<file path="src/rtl/wsw_pkg.sv">
// Shared types for the address window switch controller.
package wsw_pkg;

    // Controller states; the switch phases are WIN_WR, WIN_RD and BACKOFF.
    typedef enum logic [2:0] {
        ST_IDLE,
        ST_WIN_WR,
        ST_WIN_RD,
        ST_BACKOFF,
        ST_DATA
    } wsw_state_e;

endpackage

</file>
<file path="src/rtl/wsw_window_map.sv">
// Window address arithmetic.
// Forms the window base for a requested core index and checks whether a
// readback value decodes to that same index. Purely combinational.
// Assumes CORE_SIZE > 0; a power-of-two stride uses a shift, any other a divide.
module wsw_window_map #(
    parameter int unsigned              IDX_W     = 4,
    parameter int unsigned              WIN_W     = 32,
    parameter int unsigned              CORE_SIZE = 4096,
    parameter logic [WIN_W-1:0]         ENUM_BASE = 32'h1800_0000
) (
    input  logic [IDX_W-1:0] req_idx,
    input  logic [WIN_W-1:0] rb_value,
    output logic [WIN_W-1:0] win_value,
    output logic             rb_match
);
    localparam bit              IS_POW2 = ((CORE_SIZE & (CORE_SIZE - 1)) == 0);
    localparam int unsigned     SHIFT   = $clog2(CORE_SIZE);
    localparam logic [WIN_W-1:0] STRIDE = WIN_W'(CORE_SIZE);

    logic [WIN_W-1:0] req_wide;
    logic [WIN_W-1:0] rb_offset;
    logic [WIN_W-1:0] rb_index;
    logic             rb_above;

    // Base value for the requested core.
    always_comb begin
        req_wide  = WIN_W'(req_idx);
        win_value = ENUM_BASE + (req_wide * STRIDE);
    end

    // Offset of the readback above the enumeration base.
    always_comb begin
        rb_above  = (rb_value >= ENUM_BASE);
        rb_offset = rb_value - ENUM_BASE;
    end

    // Index from offset: shift for power-of-two strides, divide otherwise.
    generate
        if (IS_POW2) begin : g_shift
            always_comb rb_index = rb_offset >> SHIFT;
        end else begin : g_div
            always_comb rb_index = rb_offset / STRIDE;
        end
    endgenerate

    // Readback matches only above the base and at the same index.
    always_comb rb_match = rb_above && (rb_index == req_wide);

endmodule

</file>
<file path="src/rtl/wsw_retry_timer.sv">
// Back-off timer between switch attempts.
// Loaded by `start`, it counts while `run` is high and raises `expire`
// in the DELAY-th cycle of running. Assumes DELAY >= 1.
module wsw_retry_timer #(
    parameter int unsigned DELAY = 1250
) (
    input  logic clk,
    input  logic rst_n,
    input  logic start,
    input  logic run,
    output logic expire
);
    localparam int unsigned CW = $clog2(DELAY + 1);

    logic [CW-1:0] remain_q;

    // Count down the remaining back-off cycles.
    always_ff @(posedge clk) begin
        if (!rst_n) begin
            remain_q <= '0;
        end else if (start) begin
            remain_q <= CW'(DELAY - 1);
        end else if (run && (remain_q != '0)) begin
            remain_q <= remain_q - 1'b1;
        end
    end

    // Expiry once the count has run out while waiting.
    always_comb expire = run && (remain_q == '0);

    generate
        if (DELAY > 1) begin : g_min_gap
            // a freshly started back-off never ends in the next cycle.
            p_backoff_min_r3: assert property (@(posedge clk) disable iff (!rst_n)
                start |=> !expire);
        end
    endgenerate

endmodule

</file>
<file path="src/rtl/wsw_switch_ctrl.sv">
// Sequencer for window switching and the following data access.
// Takes one access at a time. It skips the switch when the core is already
// mapped, otherwise it runs bounded write/readback rounds with back-off,
// then issues the data access or completes with a failure.
// Assumes the window and data ports hold their acknowledges for one cycle.
module wsw_switch_ctrl
    import wsw_pkg::*;
#(
    parameter int unsigned IDX_W     = 4,
    parameter int unsigned ADDR_W    = 12,
    parameter int unsigned DATA_W    = 32,
    parameter int unsigned MAX_RETRY = 3
) (
    input  logic              clk,
    input  logic              rst_n,
    input  logic              acc_valid,
    input  logic              acc_we,
    input  logic [IDX_W-1:0]  acc_core,
    input  logic [ADDR_W-1:0] acc_addr,
    input  logic [DATA_W-1:0] acc_wdata,
    output logic              acc_ready,
    output logic              acc_done,
    output logic              acc_fail,
    output logic [DATA_W-1:0] acc_rdata,
    output logic              busy,
    output logic [IDX_W-1:0]  mapped_core,
    output logic              mapped_valid,
    output logic [IDX_W-1:0]  req_idx,
    input  logic              rb_match,
    output logic              win_req,
    output logic              win_we,
    input  logic              win_ack,
    input  logic              win_err,
    output logic              tmr_start,
    output logic              tmr_run,
    input  logic              tmr_expire,
    output logic              dat_req,
    output logic              dat_we,
    output logic [ADDR_W-1:0] dat_addr,
    output logic [DATA_W-1:0] dat_wdata,
    input  logic              dat_ack,
    input  logic [DATA_W-1:0] dat_rdata
);
    localparam int unsigned      TW        = $clog2(MAX_RETRY + 2) + 1;
    localparam logic [TW-1:0]    TRY_LIMIT = TW'(MAX_RETRY);
    localparam logic [DATA_W-1:0] ALL_ONES = '1;

    wsw_state_e        st_q;
    logic [IDX_W-1:0]  idx_q;
    logic              we_q;
    logic [ADDR_W-1:0] addr_q;
    logic [DATA_W-1:0] wdata_q;
    logic [TW-1:0]     tries_q;
    logic [IDX_W-1:0]  map_q;
    logic              map_vld_q;
    logic              done_q;
    logic              fail_q;
    logic [DATA_W-1:0] rdata_q;
    logic              rd_ok;
    logic              rd_bad;
    logic              give_up;

    // Readback outcome decode for the current round.
    always_comb begin
        rd_ok   = (st_q == ST_WIN_RD) && win_ack && !win_err && rb_match;
        rd_bad  = (st_q == ST_WIN_RD) && win_ack && !win_err && !rb_match;
        give_up = (tries_q > TRY_LIMIT);
    end

    // Main sequencer: request capture, switch rounds, data phase, completion.
    always_ff @(posedge clk) begin
        if (!rst_n) begin
            st_q      <= ST_IDLE;
            idx_q     <= '0;
            we_q      <= 1'b0;
            addr_q    <= '0;
            wdata_q   <= '0;
            tries_q   <= '0;
            map_q     <= '0;
            map_vld_q <= 1'b0;
            done_q    <= 1'b0;
            fail_q    <= 1'b0;
            rdata_q   <= '0;
        end else begin
            done_q <= 1'b0;
            case (st_q)
                ST_IDLE: begin
                    if (acc_valid) begin
                        idx_q   <= acc_core;
                        we_q    <= acc_we;
                        addr_q  <= acc_addr;
                        wdata_q <= acc_wdata;
                        tries_q <= '0;
                        if (map_vld_q && (acc_core == map_q)) begin
                            st_q <= ST_DATA;
                        end else begin
                            st_q <= ST_WIN_WR;
                        end
                    end
                end
                ST_WIN_WR: begin
                    if (win_ack) begin
                        if (win_err) begin
                            done_q  <= 1'b1;
                            fail_q  <= 1'b1;
                            rdata_q <= ALL_ONES;
                            st_q    <= ST_IDLE;
                        end else begin
                            st_q <= ST_WIN_RD;
                        end
                    end
                end
                ST_WIN_RD: begin
                    if (rd_ok) begin
                        map_q     <= idx_q;
                        map_vld_q <= 1'b1;
                        st_q      <= ST_DATA;
                    end else if (win_ack && (win_err || give_up)) begin
                        done_q  <= 1'b1;
                        fail_q  <= 1'b1;
                        rdata_q <= ALL_ONES;
                        st_q    <= ST_IDLE;
                    end else if (rd_bad) begin
                        tries_q <= tries_q + 1'b1;
                        st_q    <= ST_BACKOFF;
                    end
                end
                ST_BACKOFF: begin
                    if (tmr_expire) begin
                        st_q <= ST_WIN_WR;
                    end
                end
                ST_DATA: begin
                    if (dat_ack) begin
                        done_q  <= 1'b1;
                        fail_q  <= 1'b0;
                        rdata_q <= dat_rdata;
                        st_q    <= ST_IDLE;
                    end
                end
                default: st_q <= ST_IDLE;
            endcase
        end
    end

    // Port drives derived from state and captured request.
    always_comb begin
        acc_ready    = (st_q == ST_IDLE);
        acc_done     = done_q;
        acc_fail     = fail_q;
        acc_rdata    = rdata_q;
        busy         = (st_q == ST_WIN_WR) || (st_q == ST_WIN_RD) || (st_q == ST_BACKOFF);
        mapped_core  = map_q;
        mapped_valid = map_vld_q;
        req_idx      = idx_q;
        win_req      = (st_q == ST_WIN_WR) || (st_q == ST_WIN_RD);
        win_we       = (st_q == ST_WIN_WR);
        tmr_start    = rd_bad && !give_up;
        tmr_run      = (st_q == ST_BACKOFF);
        dat_req      = (st_q == ST_DATA);
        dat_we       = we_q;
        dat_addr     = addr_q;
        dat_wdata    = wdata_q;
    end

    // a window request stays up until it is acknowledged.
    p_win_hold_r1: assert property (@(posedge clk) disable iff (!rst_n)
        (win_req && !win_ack) |=> win_req);

    // an error response ends all window traffic for this access.
    p_err_abort_r5: assert property (@(posedge clk) disable iff (!rst_n)
        (win_req && win_ack && win_err) |=> (!win_req && acc_done && acc_fail));

    // a failed completion returns all ones.
    p_fail_ones_r7: assert property (@(posedge clk) disable iff (!rst_n)
        (acc_done && acc_fail) |-> (acc_rdata == ALL_ONES));

    // the mapped record moves only after a confirming readback.
    p_map_update_r8: assert property (@(posedge clk) disable iff (!rst_n)
        ((mapped_core != $past(mapped_core)) || $rose(mapped_valid))
            |-> $past(win_req && !win_we && win_ack && !win_err && rb_match));

    // no data access while a switch is in progress.
    p_busy_excl_r9: assert property (@(posedge clk) disable iff (!rst_n)
        busy |-> !dat_req);

    // completion is a single-cycle pulse.
    p_done_pulse_r10: assert property (@(posedge clk) disable iff (!rst_n)
        acc_done |=> !acc_done);

endmodule

</file>
<file path="src/rtl/wsw_window_switch.sv">
// Address window switch controller, top level.
// Connects the sequencer, the window address arithmetic and the back-off timer.
// Assumes one client; arbitration between requesters sits outside.
module wsw_window_switch #(
    parameter int unsigned      IDX_W       = 4,
    parameter int unsigned      ADDR_W      = 12,
    parameter int unsigned      DATA_W      = 32,
    parameter int unsigned      WIN_W       = 32,
    parameter int unsigned      CORE_SIZE   = 4096,
    parameter logic [WIN_W-1:0] ENUM_BASE   = 32'h1800_0000,
    parameter int unsigned      MAX_RETRY   = 3,
    parameter int unsigned      RETRY_DELAY = 1250
) (
    input  logic              clk,
    input  logic              rst_n,
    input  logic              acc_valid,
    input  logic              acc_we,
    input  logic [IDX_W-1:0]  acc_core,
    input  logic [ADDR_W-1:0] acc_addr,
    input  logic [DATA_W-1:0] acc_wdata,
    output logic              acc_ready,
    output logic              acc_done,
    output logic              acc_fail,
    output logic [DATA_W-1:0] acc_rdata,
    output logic              busy,
    output logic [IDX_W-1:0]  mapped_core,
    output logic              mapped_valid,
    output logic              win_req,
    output logic              win_we,
    output logic [WIN_W-1:0]  win_wdata,
    input  logic              win_ack,
    input  logic              win_err,
    input  logic [WIN_W-1:0]  win_rdata,
    output logic              dat_req,
    output logic              dat_we,
    output logic [ADDR_W-1:0] dat_addr,
    output logic [DATA_W-1:0] dat_wdata,
    input  logic              dat_ack,
    input  logic [DATA_W-1:0] dat_rdata
);
    logic [IDX_W-1:0] req_idx;
    logic             rb_match;
    logic             tmr_start;
    logic             tmr_run;
    logic             tmr_expire;

    wsw_switch_ctrl #(
        .IDX_W     (IDX_W),
        .ADDR_W    (ADDR_W),
        .DATA_W    (DATA_W),
        .MAX_RETRY (MAX_RETRY)
    ) u_ctrl (
        .clk          (clk),
        .rst_n        (rst_n),
        .acc_valid    (acc_valid),
        .acc_we       (acc_we),
        .acc_core     (acc_core),
        .acc_addr     (acc_addr),
        .acc_wdata    (acc_wdata),
        .acc_ready    (acc_ready),
        .acc_done     (acc_done),
        .acc_fail     (acc_fail),
        .acc_rdata    (acc_rdata),
        .busy         (busy),
        .mapped_core  (mapped_core),
        .mapped_valid (mapped_valid),
        .req_idx      (req_idx),
        .rb_match     (rb_match),
        .win_req      (win_req),
        .win_we       (win_we),
        .win_ack      (win_ack),
        .win_err      (win_err),
        .tmr_start    (tmr_start),
        .tmr_run      (tmr_run),
        .tmr_expire   (tmr_expire),
        .dat_req      (dat_req),
        .dat_we       (dat_we),
        .dat_addr     (dat_addr),
        .dat_wdata    (dat_wdata),
        .dat_ack      (dat_ack),
        .dat_rdata    (dat_rdata)
    );

    wsw_window_map #(
        .IDX_W     (IDX_W),
        .WIN_W     (WIN_W),
        .CORE_SIZE (CORE_SIZE),
        .ENUM_BASE (ENUM_BASE)
    ) u_map (
        .req_idx   (req_idx),
        .rb_value  (win_rdata),
        .win_value (win_wdata),
        .rb_match  (rb_match)
    );

    wsw_retry_timer #(
        .DELAY (RETRY_DELAY)
    ) u_timer (
        .clk    (clk),
        .rst_n  (rst_n),
        .start  (tmr_start),
        .run    (tmr_run),
        .expire (tmr_expire)
    );

endmodule

</file>
<file path="config.mk">
export PLATFORM = sky130hd
export DESIGN_NAME = wsw_window_switch
export DESIGN_NICKNAME = d
export VERILOG_FILES = /design/src/rtl/wsw_pkg.sv /design/src/rtl/wsw_window_map.sv /design/src/rtl/wsw_retry_timer.sv /design/src/rtl/wsw_switch_ctrl.sv /design/src/rtl/wsw_window_switch.sv
export SDC_FILE = /design/constraint.sdc
export NUM_CORES = 1
export LEC_CHECK = 0
export ABC_CLOCK_PERIOD_IN_PS = 2300
export BUFFER_PORTS_ARGS = -buffer_cell sky130_fd_sc_hd__buf_2
export CAP_MARGIN = 20
export CELL_PAD_IN_SITES_DETAIL_PLACEMENT = 1
export CELL_PAD_IN_SITES_GLOBAL_PLACEMENT = 1
export CORE_UTILIZATION = 29
export CTS_CLUSTER_SIZE = 12
export DETAILED_ROUTE_END_ITERATION = 16
export PLACE_DENSITY = 0.83
export SYNTH_ARGS = -nofsm -noshare
export SYNTH_HDL_FRONTEND = slang
export SYNTH_SLANG_ARGS = --single-unit
</file>
<file path="constraint.sdc">
create_clock -name clk -period 2.3 [get_ports clk]
set_input_delay 0.46 -clock clk [delete_from_list [all_inputs] [get_ports clk]]
set_output_delay 0.46 -clock clk [all_outputs]
set_load 0.005 [all_outputs]
</file>
==> impl_metrics.ini <==
[yosys]
yosysWarningCount = 0
synth_top_area_cell = dfxtp_1
syn_inst = 566
synth_cell_types = 46
syn-cell-area_um2 = 4650
synth_edf_count = 0
async_reset_ff_share_pct = 0
ys.flop_type = dfxtp_1
yosys-top-cells-area = dfxtp_1, nand2_1, mux2i_1
synth-seq-area-share_pct = 45.6
synth-seq-cells = 106
synth_top_area_share_pct = 45.6
avgSynthCellArea_um2 = 8.22

[min_path]
hold_class = in -> reg
min_path_cells = 3

[sta]
hold_viol = 0
rsz0062_at_grt = no
worst_slew_pin_slew_ns = 0.668
period_needed_ns = 2.10
fmax_mhz = 476
slew_violations = 0
fin_crit_sh_pct = 91.4
finalSetupTns_ns = 0
maxSlewHeadroom_pct = 55.1
setup_viol = 0
skew_ns = 0.00933

[final_layout]
fillers = 1947
area_delta_synth_final_pct = 32.1
nNetsFinal = 882
diodes = 0
drive_gt1_share_pct = 32.3
final_cell_mix = buf_2, nand2_1, dfxtp_1
layout_commonest_cell = buf_2

[clocking]
clockRootBuffer = clkbuf_16
clk_path_buf_depth = 2
cts.sinks = 106
cts_max_level = 3
post_cts_buffers = 0
clk_latency_ns = 0.35
clk_pin_slew_worst_paths_ns = 0.07
numCtsBuffers = 9
ctsResizeCount = 0
cts_tree = yes
cts_hold_buf = 0

[placement]
detailed_place_hpwl_um = 10200
io_buffers = 199
gp_congestion = 0.774

[power]
switching_share_pct = 27.5
leakage_nw = 2.79
intPower_w = 0.00296
power.density_nw_per_um2 = 664
p_seq_share_pct = 48.6
clkPwrFrac_pct = 37.0
power.total_w = 0.00408
comb_power_share_pct = 14.4
p_switching_w = 0.00112
ir_worst_vdd_mv = 0.373

[grt]
grtUsageTotal_pct = 16.6
grt.overflow.total = 0
grt_pass1_vias = 4392
grt_max_degree = 43
grt_pass1_wl_um = 21300
antenna_found_initial = 0

[worst_setup_path]
r2r_cells = 5
worst_setup_path_end_kind = output pin
cp-start-kind = register
critPathRequiredTime_ns = 1.84
cp_data_arrival_time_ns = 1.64
cp_max_fo = 14
critPathKind = reg -> out

[outcome]
status = complete, no violations

[detailed_routing]
viasPerCell = 4.57
routed_wl_um = 13600
num_vias = 4457
wire_per_inst_um = 13.9
drtIter0Drc = 146
first_pass_iters = 4
antenna_left = 0
drcViolationCount = 0

[floorplanning]
die_h_um = 129
rows = 45
coreArea_um2 = 15400
die_area_um2 = 16500
pin_count = 240
die_w_um = 129
initial_core_util_pct = 30.1

[flow_run]
drv_cap = 0
metrics by stage:
stage	util, %	hold WS [ns]	cells	instance area [um^2]	setup WS (ns)
global route	39.8	0.337	976	6140	0.00395
floorplan	-	0.442	592	4750	0.106
CTS	39.8	0.324	976	6140	0.108
detailed placement	37.9	0.445	960	5850	-0.261
global placement	37.9	0.440	960	5850	-0.258
finish	39.8	0.339	976	6140	0.199
critical path, cell delays in order (launching register included):
cell and delay, ns:
dfxtp_1 0.33, buf_4 0.18, or3b_2 0.53, nand2_1 0.11, buf_2 0.13
registers in the layout, summed over array words and instances, names as in the netlist:
register and cells:
u_ctrl.acc_rdata 32, u_ctrl.dat_wdata 32, u_ctrl.dat_addr 12, u_timer.remain_q 11, u_ctrl.mapped_core 4, u_ctrl.req_idx 4
u_ctrl.tries_q 4, u_ctrl.st_q 3, u_ctrl.acc_done 1, u_ctrl.acc_fail 1, u_ctrl.dat_we 1, u_ctrl.mapped_valid 1
synthesized netlist by cell type (3+ instances only):
cell type	instances
ha_1	3
a21oi_1	62
o21ai_0	38
nand3_1	4
nand4_1	6
nor4_1	5
nor2_1	17
buf_4	28
and3_1	3
nand2_1	154
or3_1	3
or4_1	3
buf_2	6
xnor2_1	8
nand4b_1	3
and2_1	3
mux2i_1	35
clkbuf_1	28
nor3_1	4
dfxtp_1	106
xor2_1	12
inv_1	6
routing by layer:
layer / up-vias / wire length [um] / part of all wire (%) / track usage, %
met5: - / 0 / 0 / 0
li1: 2225 / - / - / -
met1: 2056 / 5630 / 41 / 18.5
met2: 159 / 6720 / 50 / 29.5
met4: 0 / 255 / 1.9 / 6.78
met3: 17 / 966 / 7.1 / 4.74
kinds of logic after synthesis:
family	synth area share (%)
flops	45.6
other cells	0.161
simple gates	21.1
mux	7.78
compound gates	12.7
fa+ha+maj	0.807
buf+inv	8.07
xor+xnor	3.77
power groups by stage:
stage | combinational [W] | clock, W | sequential, W
floorplan | 0.000318 | 0 | 0.00204
finish | 0.000586 | 0.00151 | 0.00199
global route | 0.000659 | 0.00165 | 0.00200
CTS | 0.000595 | 0.00158 | 0.00199
detailed placement | 0.000593 | 0 | 0.00203
global placement | 0.000580 | 0 | 0.00202
final timing paths:
check / endpoint / slack, ns / start
min reg2reg: u_ctrl.dat_wdata[22] / 0.45 / u_ctrl.dat_wdata[22]
min: u_ctrl.dat_wdata[29] / 0.34 / acc_wdata[29]
max reg2reg: u_timer.remain_q[0] / 0.27 / u_timer.remain_q[2]
max: win_req / 0.20 / u_ctrl.st_q[0]
area by class of cell:
type	instances	area, um^2	share of cell area, %
Clock buffer	10	229	3.73
Clock inverter	6	58.8	0.957
Inverter	7	26.3	0.428
Multi-Input combinational cell	416	2270	36.9
Sequential cell	106	2120	34.5
Tap cell	211	264	4.30
Timing Repair Buffer	220	1180	19.2
Power figures use the tool's default switching activity.
